**config.mk**
```make
export PLATFORM = sky130hd
export DESIGN_NAME = section_xlat_cache
export DESIGN_NICKNAME = d
export VERILOG_FILES = /design/src/rtl/sxc_pkg.sv /design/src/rtl/sxc_ctrl.sv /design/src/rtl/sxc_datapath.sv /design/src/rtl/section_xlat_cache.sv
export SDC_FILE = /design/constraint.sdc
export NUM_CORES = 1
export LEC_CHECK = 0
export BUFFER_PORTS_ARGS = -buffer_cell sky130_fd_sc_hd__buf_4
export CAP_MARGIN = 5
export CORE_MARGIN = 3
export CORE_UTILIZATION = 35
export CTS_CLUSTER_DIAMETER = 200
export DETAILED_ROUTE_END_ITERATION = 6
export MAX_ROUTING_LAYER = met4
export PLACE_DENSITY_LB_ADDON = 0.25
export REMOVE_ABC_BUFFERS = 1
export SYNTH_ARGS = -nofsm -noshare
export SYNTH_HDL_FRONTEND = slang
export SYNTH_SLANG_ARGS = --single-unit
export TNS_END_PERCENT = 5
```
**constraint.sdc**
```tcl
create_clock -name clk -period 7.31 [get_ports clk]
set_input_delay 0.731 -clock clk [delete_from_list [all_inputs] [get_ports clk]]
set_output_delay 0.731 -clock clk [all_outputs]
set_load 0.02 [all_outputs]
```
**src/rtl/sxc_pkg.sv**
```systemverilog
package sxc_pkg;

  // Strobes from the control path to the entry storage
  typedef struct packed {
    logic clearAll;       // drop every entry, rewind the victim pointer
    logic writeEn;        // store the refill data this cycle
    logic advanceVictim;  // refill took a fresh slot
    logic blockLookup;    // flush in flight: no hit, no walk
  } ctrlStrobes_t;

endpackage

```
**src/rtl/sxc_ctrl.sv**
```systemverilog
module sxc_ctrl
  import sxc_pkg::*;
(
  input  logic         clk,
  input  logic         rstN,
  input  logic         invReq,
  input  logic         refillValid,
  input  logic         refillMatch,
  output ctrlStrobes_t strobes,
  output logic         invBusy,
  output logic         invDone
);

  logic busyQ;
  logic doneQ;

  always_ff @(posedge clk) begin
    if (!rstN) begin
      busyQ <= 1'b0;
      doneQ <= 1'b0;
    end else begin
      busyQ <= invReq;
      doneQ <= busyQ && !invReq;
    end
  end

  always_comb begin
    strobes.clearAll      = invReq;
    strobes.blockLookup   = invReq || busyQ;
    strobes.writeEn       = refillValid && !(invReq || busyQ);
    strobes.advanceVictim = strobes.writeEn && !refillMatch;
  end

  assign invBusy = busyQ;
  assign invDone = doneQ;


  busy_follows_req_chk: assert property (@(posedge clk) disable iff (!rstN)
    invReq |=> invBusy);

  done_after_busy_chk: assert property (@(posedge clk) disable iff (!rstN)
    invDone |-> ($past(invBusy) && !invBusy));

  no_write_when_blocked_chk: assert property (@(posedge clk) disable iff (!rstN)
    invBusy |-> !strobes.writeEn);

endmodule

```
**src/rtl/sxc_datapath.sv**
```systemverilog
module sxc_datapath
  import sxc_pkg::*;
#(
  parameter int ENTRIES = 8,
  parameter int TAG_W   = 12,
  parameter int DOM_W   = 4
)(
  input  logic             clk,
  input  logic             rstN,
  input  ctrlStrobes_t     strobes,
  input  logic [TAG_W-1:0] lookupTag,
  input  logic [TAG_W-1:0] refillTag,
  input  logic [TAG_W-1:0] refillBase,
  input  logic [DOM_W-1:0] refillDom,
  input  logic             refillC,
  input  logic             refillB,
  output logic             rawHit,
  output logic [TAG_W-1:0] hitBase,
  output logic [DOM_W-1:0] hitDom,
  output logic             hitC,
  output logic             hitB,
  output logic             refillMatch
);

  localparam int PTR_W = (ENTRIES > 1) ? $clog2(ENTRIES) : 1;
  localparam logic [PTR_W-1:0] LAST_SLOT = PTR_W'(ENTRIES - 1);

  logic [ENTRIES-1:0] validQ;
  logic [TAG_W-1:0]   tagQ  [ENTRIES];
  logic [TAG_W-1:0]   baseQ [ENTRIES];
  logic [DOM_W-1:0]   domQ  [ENTRIES];
  logic [ENTRIES-1:0] cQ;
  logic [ENTRIES-1:0] bQ;
  logic [PTR_W-1:0]   victimQ;

  logic [ENTRIES-1:0] lookVec;
  logic [ENTRIES-1:0] fillVec;
  logic [ENTRIES-1:0] wrSel;

  // one tag comparator pair per entry
  for (genvar g = 0; g < ENTRIES; g++) begin : g_cmp
    assign lookVec[g] = validQ[g] && (tagQ[g] == lookupTag);
    assign fillVec[g] = validQ[g] && (tagQ[g] == refillTag);
    assign wrSel[g]   = refillMatch ? fillVec[g] : (victimQ == PTR_W'(g));
  end

  assign refillMatch = |fillVec;
  assign rawHit      = |lookVec;

  // one-hot read mux
  always_comb begin
    hitBase = '0;
    hitDom  = '0;
    hitC    = 1'b0;
    hitB    = 1'b0;
    for (int i = 0; i < ENTRIES; i++) begin
      if (lookVec[i]) begin
        hitBase = hitBase | baseQ[i];
        hitDom  = hitDom | domQ[i];
        hitC    = hitC | cQ[i];
        hitB    = hitB | bQ[i];
      end
    end
  end

  always_ff @(posedge clk) begin
    if (!rstN) begin
      validQ <= '0;
    end else if (strobes.clearAll) begin
      validQ <= '0;
    end else if (strobes.writeEn) begin
      validQ <= validQ | wrSel;
    end
  end

  always_ff @(posedge clk) begin
    for (int i = 0; i < ENTRIES; i++) begin
      if (strobes.writeEn && wrSel[i]) begin
        tagQ[i]  <= refillTag;
        baseQ[i] <= refillBase;
        domQ[i]  <= refillDom;
        cQ[i]    <= refillC;
        bQ[i]    <= refillB;
      end
    end
  end

  always_ff @(posedge clk) begin
    if (!rstN || strobes.clearAll) begin
      victimQ <= '0;
    end else if (strobes.advanceVictim) begin
      victimQ <= (victimQ == LAST_SLOT) ? '0 : victimQ + 1'b1;
    end
  end


  single_match_chk: assert property (@(posedge clk) disable iff (!rstN)
    $onehot0(lookVec) && $onehot0(fillVec));

  cleared_after_flush_chk: assert property (@(posedge clk) disable iff (!rstN)
    strobes.clearAll |=> (validQ == '0));

endmodule

```
**src/rtl/section_xlat_cache.sv**
```systemverilog
module section_xlat_cache
  import sxc_pkg::*;
#(
  parameter int ENTRIES = 8,
  parameter int VA_W    = 32,
  parameter int TAG_W   = 12,
  parameter int DOM_W   = 4
)(
  input  logic                      clk,
  input  logic                      rstN,
  input  logic                      lookupValid,
  input  logic [VA_W-1:0]           lookupVaddr,
  input  logic [2*(2**DOM_W)-1:0]   domainCtrl,
  output logic                      lookupHit,
  output logic                      walkReq,
  output logic [VA_W-1:0]           physAddr,
  output logic [DOM_W-1:0]          hitDomain,
  output logic                      hitCacheable,
  output logic                      hitBufferable,
  output logic                      domainFault,
  output logic                      permCheck,
  input  logic                      refillValid,
  input  logic [TAG_W-1:0]          refillTag,
  input  logic [TAG_W-1:0]          refillBase,
  input  logic [DOM_W-1:0]          refillDomain,
  input  logic                      refillCacheable,
  input  logic                      refillBufferable,
  input  logic                      invReq,
  output logic                      invBusy,
  output logic                      invDone
);

  localparam int OFF_W = VA_W - TAG_W;

  ctrlStrobes_t     strobes;
  logic             refillMatch;
  logic             rawHit;
  logic [TAG_W-1:0] rawBase;
  logic [DOM_W-1:0] rawDom;
  logic             rawC;
  logic             rawB;
  logic [1:0]       domField;

  sxc_ctrl u_ctrl (
    .clk         (clk),
    .rstN        (rstN),
    .invReq      (invReq),
    .refillValid (refillValid),
    .refillMatch (refillMatch),
    .strobes     (strobes),
    .invBusy     (invBusy),
    .invDone     (invDone)
  );

  sxc_datapath #(
    .ENTRIES (ENTRIES),
    .TAG_W   (TAG_W),
    .DOM_W   (DOM_W)
  ) u_dp (
    .clk         (clk),
    .rstN        (rstN),
    .strobes     (strobes),
    .lookupTag   (lookupVaddr[VA_W-1:OFF_W]),
    .refillTag   (refillTag),
    .refillBase  (refillBase),
    .refillDom   (refillDomain),
    .refillC     (refillCacheable),
    .refillB     (refillBufferable),
    .rawHit      (rawHit),
    .hitBase     (rawBase),
    .hitDom      (rawDom),
    .hitC        (rawC),
    .hitB        (rawB),
    .refillMatch (refillMatch)
  );

  always_comb begin
    lookupHit     = lookupValid && !strobes.blockLookup && rawHit;
    walkReq       = lookupValid && !strobes.blockLookup && !rawHit;
    physAddr      = lookupHit ? {rawBase, lookupVaddr[OFF_W-1:0]} : '0;
    hitDomain     = lookupHit ? rawDom : '0;
    hitCacheable  = lookupHit && rawC;
    hitBufferable = lookupHit && rawB;
    domField      = domainCtrl[2*rawDom +: 2];
    domainFault   = lookupHit && !domField[0];
    permCheck     = lookupHit && (domField == 2'b01);
  end


  hit_walk_excl_chk: assert property (@(posedge clk) disable iff (!rstN)
    !(lookupHit && walkReq));

  quiet_while_busy_chk: assert property (@(posedge clk) disable iff (!rstN)
    invBusy |-> (!lookupHit && !walkReq));

  empty_after_busy_chk: assert property (@(posedge clk) disable iff (!rstN)
    invBusy |=> !lookupHit);

  fault_needs_hit_chk: assert property (@(posedge clk) disable iff (!rstN)
    (domainFault || permCheck) |-> (lookupHit && !(domainFault && permCheck)));

endmodule

```
==> results of run 1 <==
==> routing by layer <==
metal | global-route usage (%) | vias to the layer above | share of wire (%) | wire [µm]
met3 | 3.70 | 33 | 8.0 | 2470
li1 | - | 3332 | - | -
met5 | - | - | 0 | 0
met1 | 24.6 | 3479 | 46 | 14300
met4 | 3.49 | 0 | 1.5 | 471
met2 | 25.9 | 286 | 44 | 13700
==> state kept, by name, summed over array words and instances, names as in the netlist <==
register / flops
u_ctrl.invDone: 1
u_dp.baseQ: 96
u_dp.bQ: 8
u_ctrl.invBusy: 1
u_dp.domQ: 32
u_dp.validQ: 8
u_dp.tagQ: 96
u_dp.cQ: 8
u_dp.victimQ: 3
==> stage by stage <==
step	cell area (µm²)	power [µW]	utilization, %	instances
global placement	13200	1810	40.3	1362
finish	14000	3000	42.7	1411
detailed placement	13200	1810	40.3	1362
global route	14000	3100	42.7	1411
floorplan	11400	1700	-	767
CTS	14000	3030	42.7	1410
==> critical path, stage by stage (launching register included) <==
cell and delay (ns):
edfxtp_1 0.42, xnor2_1 0.20, o221ai_1 0.14, nor4_1 0.64, and2_1 0.22, buf_4 0.30
or3_1 0.16, or3_1 0.13, nand3_2 0.51, inv_2 0.49, o31ai_1 0.18, nor4b_4 0.29
buf_4 0.18
==> power breakdown <==
part / switching, µW / leakage, µW / internal, µW
logic: 99.9 / 0.00181 / 80.3
clock network: 543 / 0.000379 / 677
registers: 4.71 / 0.00227 / 1600
==> layout make-up <==
cell class / count / area [µm²] / area share (%)
flip-flops and latches: 253 / 7470 / 53.5
multi-input cells: 505 / 3990 / 28.5
repair buffers: 153 / 1150 / 8.22
clock buffers: 33 / 698 / 5.00
well taps: 442 / 553 / 3.96
clock inverters: 15 / 77.6 / 0.555
inverters: 9 / 33.8 / 0.242
diodes: 1 / 2.50 / 0.0179
==> synth_stat cells, types with 14 or more instances <==
cell type	n
nand2_1	31
nand4_1	30
a221oi_1	14
nor4_1	19
a22oi_1	26
edfxtp_1	240
mux2i_1	16
a22o_1	18
xnor2_1	184
nand3_1	20
and2_1	27
buf_2	15
a31oi_1	15
nor2_1	33
==> cell families (layout without fill, tap and decap cells) <==
logic type      after synthesis  after routing  synth area share [%]
compound gates              105            105                  7.30
xor+xnor                    189            189                  14.3
fa+ha+maj                     6              6                 0.643
buf+inv                      48            210                  2.42
flops                       253            253                  64.0
mux                          22             22                  1.95
other cells                   0              1                     0
simple gates                183            183                  9.38
==> final timing paths <==
kind | to | cells past startpoint | startpoint | slack (ns)
worst max-delay path | permCheck | 12 | u_dp.tagQ[0][12] | 2.19
worst min-delay path | u_dp.baseQ[0][44] | 1 | refillBase[8] | 0.42
worst max register to register | u_dp.tagQ[0][29] | 5 | u_dp.tagQ[0][33] | 4.19
worst min register to register | u_ctrl.invDone | 2 | u_ctrl.invBusy | 0.45
==> impl_metrics.toml, run 1 <==
[logic_synthesis]
ys_warn_count = 0
synthArstFlopShare_pct = 0
syn-cell-area_um2 = 11700
ys_seq_area_share_pct = 64.0
synth.area.top_cells = "edfxtp_1, xnor2_1, dfxtp_1, a22oi_1, nand4_1"
synth_cells = 806
synth_edf_count = 240
synth_seq_cells = 253
synth.distinct_cells = 52
synth_top_area_cell = "edfxtp_1"
syn_area_per_cell_um2 = 14.5
synth_top_area_share_pct = 61.8
synth_flop_cell = "edfxtp_1"

[detailed_routing]
drt-wirelength-per-cell_um = 21.9
dr.pass1.iters = 4
drt_iter0_drc = 529
vias = 7130
drt.antenna.violating_nets = 0
via_per_inst = 5.05
drt-total-wl_um = 31000
drc = 0

[clock_network]
clk_pin_slew_ns = 0.06
cts_made_buffers = 27
cts.path.max_buffers = 3
hold_buffers = 0
insertion_delay_ns = 0.54
cts_resized = 0
post_cts_buffers = 0
cts_root_buffer = "clkbuf_16"
htree_levels = 1
tritoncts = "yes"
clkSinkCount = 253

[finish]
nFillCells = 2992
syn2layout_area_growth_pct = 19.7
final_cell_mix = "edfxtp_1, xnor2_1, buf_4"
drive_gt1_share_pct = 22.7
final_common_cell = "edfxtp_1"
fin_nets = 1054

[global_routing]
grt_pass1_vias = 7013
grt_pass1_wl_um = 45600
grt_max_degree = 32
grt_use_total_pct = 17.3
grt_overflow = 0
antenna_found_initial = 2

[job]
cap_viol_max_count = 0

[die]
row_count = 66
start_util_pct = 35.7
fp.dieArea_um2 = 35600
ioPinCount = 143
die_h_um = 189
dieWidth_um = 189
core_um2 = 32700

[timing]
drv_slew = 0
grt_setup_unrepaired = "false"
fin_crit_ns = 5.12
tightest_slew_ns = 1.15
fin_setup_tns_ns = 0
relSlewSlack_pct = 22.8
finalWorstSetupSlack_ns = 2.19
hold_viol = 0
worst_clock_skew_ns = 0.0196
finalCritPeriodShare_pct = 70.1
holdWs_ns = 0.424
max_freq_mhz = 195
setup_viol = 0

[power_and_ir_drop]
irDropWorstVdd_mv = 0.150
leakagePower_uw = 0.00446
p_per_area_nw_per_um2 = 215

[place]
globalplace.congestion = 0.901
pre_cts_ws_ns = 2.25
numPortBuffers = 142
dp_hpwl_um = 20200

[min_path]
hold_class = "input port to flip-flop"

[worst_setup_path]
end_kind = "output port"
worstPathRequired_ns = 6.58
critPathLaunchType = "flip-flop"
critical_path_class = "flip-flop to output port"
crit_fanout = 23
cp_data_arrival_time_ns = 4.39

[run_status]
status = "finished clean"
(Power assumes the default switching activity.)
==> run 2, diff against run 1 <==
- clock period: 7.31 -> 4.1 ns (I/O delays scaled with it)
==> run 2 against run 1 <==
Effect of this change: global-route usage rose by 0.48 points; largest cell class unchanged; hold slack worse by 0.33 ns; power increased by 82%; routed wire length rose by 2.8%; sequential power grew 78%; combinational power grew 83%; die area unchanged; first-iteration DRC count grew 4.5%; count of clock-buffer cells in the layout down 2; cell count increased by 1.1%; clock power is 85% higher; core utilization is 0.78 points higher; highest routed layer unchanged.
==> impl_metrics.toml, run 2 (synthesis results as in run 1) <==
[timing]
tightest_slew_ns = 1.16
finalCritPeriodShare_pct = 97.1
fin_crit_ns = 3.98
drv_slew = 0
relSlewSlack_pct = 22.2
worst_clock_skew_ns = 0.0163
finalWorstSetupSlack_ns = 0.120
setup_viol = 0
fin_setup_tns_ns = 0
max_freq_mhz = 251
hold_viol = 0

[place]
numPortBuffers = 142
dp_hpwl_um = 20100
place_area_um2 = 13300
pre_cts_ws_ns = 0.366
globalplace.congestion = 0.842

[detailed_routing]
dr.pass1.iters = 5
via_per_inst = 5.16
drc = 0
vias = 7356
drt-total-wl_um = 31800
drt-wirelength-per-cell_um = 22.3
drt_iter0_drc = 553
drt.antenna.violating_nets = 0

[power_and_ir_drop]
p_per_area_nw_per_um2 = 383
irDropWorstVdd_mv = 0.286
leakagePower_uw = 0.00461

[worst_setup_path]
crit_fanout = 8
worstPathRequired_ns = 3.69
end_kind = "output port"
r2r-start = "u_dp.tagQ[1][11]"
path_buf_inv = 3
crit_family = "compound AO/OA/AOI/OAI gates"
r2r_slack_ns = 0.95
critPathMaxStageDelay_ns = 0.53
critPathLaunchType = "flip-flop"
critical_path_class = "flip-flop to output port"
cpMostUsedCell = "buf_4"
crit_chain = "xnor2_2, nand4_1, buf_4, nor4_4, buf_4, a22oi_1, nand2_1, a2111oi_4, mux2_4, o22ai_1, or3_1, nor4b_4, buf_4"
crit_start = "u_dp.tagQ[1][15]"
crit_slowest_cell = "a2111oi_4"
cp_data_arrival_time_ns = 3.57

[finish]
antenna_cells = 0
final_common_cell = "edfxtp_1"
top_regs = "u_dp.baseQ x96, u_dp.tagQ x96, u_dp.domQ x32"
drive_gt1_share_pct = 24.7
syn2layout_area_growth_pct = 21.9
final_cell_mix = "edfxtp_1, xnor2_1, buf_4"
utilization_pct = 43.5
fin_area_um2 = 14200
fin_nets = 1070

[clock_network]
cts_root_buffer = "clkbuf_16"
insertion_delay_ns = 0.55
cts.path.max_buffers = 3
hold_buffers = 0
tritoncts = "yes"
cts_made_buffers = 27
clkSinkCount = 253
htree_levels = 1
clk_pin_slew_ns = 0.06

[job]
cap_viol_max_count = 0

[run_status]
status = "finished clean"

[global_routing]
grt_use_total_pct = 17.8
grt_pass1_wl_um = 46800
antenna_found_initial = 0
grt_overflow = 0
grt_pass1_vias = 7173
grt_max_degree = 32

[die]
row_count = 66
dieWidth_um = 189
fp.dieArea_um2 = 35600
ioPinCount = 143
core_um2 = 32700
start_util_pct = 35.7
die_h_um = 189

[min_path]
hold_class = "input port to flip-flop"
hold_start = "invReq"
==> run 2: timing repair <==
action                     4_1_cts  5_1_grt
pin swaps                        1       12
setup buffers                    1        9
resized for setup                1       12
setup endpoints to repair        2        3
==> run 2: final cells by class <==
class	instances	area, µm²
Fill cell	2973	18500
Clock inverter	17	120
Multi-Input combinational cell	505	4060
Tap cell	442	553
Sequential cell	253	7470
Clock buffer	31	691
Timing Repair Buffer	169	1300
Inverter	9	33.8
==> run 2: power by group <==
| group | internal (µW) | switching (µW) | total, µW | leakage [µW] |
|---|---|---|---|---|
| combinational | 146 | 184 | 330 | 0.00195 |
| sequential | 2840 | 8.34 | 2850 | 0.00227 |
| clock | 1270 | 995 | 2260 | 0.000395 |
| total | 4260 | 1190 | 5450 | 0.00461 |
==> run 2: per-stage QoR <==
stage / hold slack [ns] / total power (µW) / instances
floorplan: 0.462 / 3040 / 767
global placement: 0.442 / 3230 / 1368
detailed placement: 0.453 / 3230 / 1368
CTS: 0.0701 / 5490 / 1417
global route: 0.0792 / 5620 / 1426
finish: 0.0897 / 5450 / 1426
==> run 2: worst paths after layout <==
path / to / cells after the start
max: permCheck / 13
min: u_ctrl.invBusy / 2
max reg2reg: u_dp.baseQ[0][21] / 8
min reg2reg: u_ctrl.invDone / 2
==> run 2: metal layers <==
layer	track usage, %	vias to the layer above	wire [µm]
met1	25.7	3672	14600
li1	-	3372	-
met5	-	-	0
met4	3.18	0	383
met2	27.1	277	14300
met3	2.92	35	2570
==> run 2: worst register-to-register path, stage by stage (launching register included) <==
cell and delay [ns]:
edfxtp_1 0.48, xnor2_1 0.18, nand4_1 0.17, nor4_1 0.10, nor4_1 0.41, and3_1 0.27
a21oi_1 0.12, nor2_4 0.79, buf_4 0.32
==> run 3, diff against run 2 <==
- CELL_PAD_IN_SITES_DETAIL_PLACEMENT: default -> 1
- CELL_PAD_IN_SITES_GLOBAL_PLACEMENT: default -> 1
==> run 3 against run 2 <==
Effect of this change: sequential cell count unchanged; global-route usage increased by 1.6 points; first-iteration DRC count is 14% lower; setup slack lost 0.083 ns; clock power up 12%; core utilization up 0.56 points; largest cell class unchanged; critical path depth did not move; die area did not move; clock skew fell by 0.00083 ns.
==> impl_metrics.toml, run 3 (synthesis results as in run 1) <==
[worst_setup_path]
reg2reg_depth = 7
crit_fanout = 15
r2r-start = "u_dp.tagQ[1][5]"
cp_data_arrival_time_ns = 3.65
critPathLaunchType = "flip-flop"
rr_endpoint = "u_dp.baseQ[0][9]"
critical_path_class = "flip-flop to output port"
r2r_slack_ns = 1.00
crit_start = "u_dp.tagQ[1][35]"
end_kind = "output port"
endpoint = "permCheck"
worstPathRequired_ns = 3.69

[finish]
utilization_pct = 44.1
syn2layout_area_growth_pct = 23.4
final_common_cell = "edfxtp_1"
fin_nets = 1080
top_regs = "u_dp.baseQ x96, u_dp.tagQ x96, u_dp.domQ x32"
drive_gt1_share_pct = 26.4
final_cell_mix = "edfxtp_1, xnor2_1, buf_4"
fin_area_um2 = 14400

[timing]
finalCritPeriodShare_pct = 99.1
fin_crit_ns = 4.06
holdWs_ns = 0.0930
relSlewSlack_pct = 26.1
fin_setup_tns_ns = 0
worst_clock_skew_ns = 0.0155
hold_viol = 0
drv_slew = 0
tightest_slew_ns = 1.11
setup_viol = 0
max_freq_mhz = 246

[run_status]
status = "finished clean"

[detailed_routing]
drc = 0
dr.pass1.iters = 6
drt_iter0_drc = 475
via_per_inst = 5.19
drt-total-wl_um = 34400
drt-wirelength-per-cell_um = 23.9
vias = 7477
drt.antenna.violating_nets = 0

[die]
start_util_pct = 35.7
ioPinCount = 143
row_count = 66
core_um2 = 32700
fp.dieArea_um2 = 35600
dieWidth_um = 189
die_h_um = 189

[clock_network]
insertion_delay_ns = 0.54
cts.path.max_buffers = 3
hold_buffers = 0
cts_made_buffers = 28
htree_levels = 1
clkSinkCount = 253
cts_root_buffer = "clkbuf_16"
clk_pin_slew_ns = 0.06
tritoncts = "yes"

[place]
numPortBuffers = 142
globalplace.congestion = 0.816
dp_hpwl_um = 22300
place_area_um2 = 13300

[global_routing]
grt_pass1_vias = 7855
grt_overflow = 0
grt_pass1_wl_um = 50900
grt_max_degree = 32
grt_use_total_pct = 19.4
antenna_found_initial = 1

[power_and_ir_drop]
leakagePower_uw = 0.00471
irDropWorstVdd_mv = 0.258
p_per_area_nw_per_um2 = 396

[job]
cap_viol_max_count = 0

[min_path]
hold_class = "input port to flip-flop"
[run 3: cell count changes in the layout (fill, tap and decap cells not counted), moves of 3 or more]
cell,previous run,this run
clkbuf_1,4,7
clkbuf_8,0,9
mux2_4,3,0
buf_4,166,175
clkinv_1,9,1
[run 3: layout make-up]
type	count	area (µm²)
repair buffers	178	1370
clock inverters	7	63.8
well taps	442	553
flip-flops and latches	253	7470
inverters	9	33.8
clock buffers	45	876
fillers	3355	18300
diodes	1	2.50
multi-input cells	505	4050
[run 3: timing repair]
action,in CTS,in global routing
gates resized for setup,1,9
pin swaps,1,7
setup buffers,1,11
endpoints found under the hold margin,0,0
setup endpoints to repair,2,2
[run 3: critical path, cell delays in order, from the launching register on]
cell and delay, ns:
edfxtp_1 0.45, xnor2_2 0.28, nand4_1 0.22, nor4_4 0.38
buf_12 0.20, a32oi_1 0.10, nand4_4 0.18, buf_12 0.17
mux2i_1 0.21, mux2_1 0.15, nor3_1 0.04, or3_1 0.40
nor4b_4 0.14, buf_4 0.18
[run 3: through the flow]
stage / std cells / power [µW] / setup WS (ns)
after global placement: 1375 / 3230 / 0.441
after floorplan: 767 / 3040 / -0.257
after detailed placement: 1375 / 3240 / 0.306
after global routing: 1440 / 5890 / -0.0617
after CTS: 1428 / 5750 / 0.0473
final: 1440 / 5700 / 0.0376
[run 3: power by group]
group / total, µW / switching, µW / internal (µW)
Combinational: 329 / 185 / 144
Sequential: 2850 / 8.86 / 2840
Clock: 2520 / 1000 / 1520
Total: 5700 / 1200 / 4500
[run 3: worst min-delay path by stage]
stage,start,endpoint,cells after the start
global placement,u_ctrl.invBusy,u_ctrl.invDone,2
floorplan,u_dp.victimQ[2],u_dp.victimQ[2],2
finish,invReq,u_ctrl.invBusy,2
detailed placement,u_ctrl.invBusy,u_ctrl.invDone,2
CTS,invReq,u_ctrl.invBusy,2
global route,invReq,u_ctrl.invBusy,2
[run 3: per-layer routing]
| layer | vias up | share of wire [%] | wire (µm) | global-route usage [%] |
|---|---|---|---|---|
| met3 | 38 | 6.8 | 2340 | 3.07 |
| met4 | 0 | 1.5 | 501 | 4.30 |
| met5 | - | 0 | 0 | - |
| li1 | 3399 | - | - | - |
| met1 | 3759 | 45 | 15600 | 26.6 |
| met2 | 281 | 47 | 16000 | 30.8 |
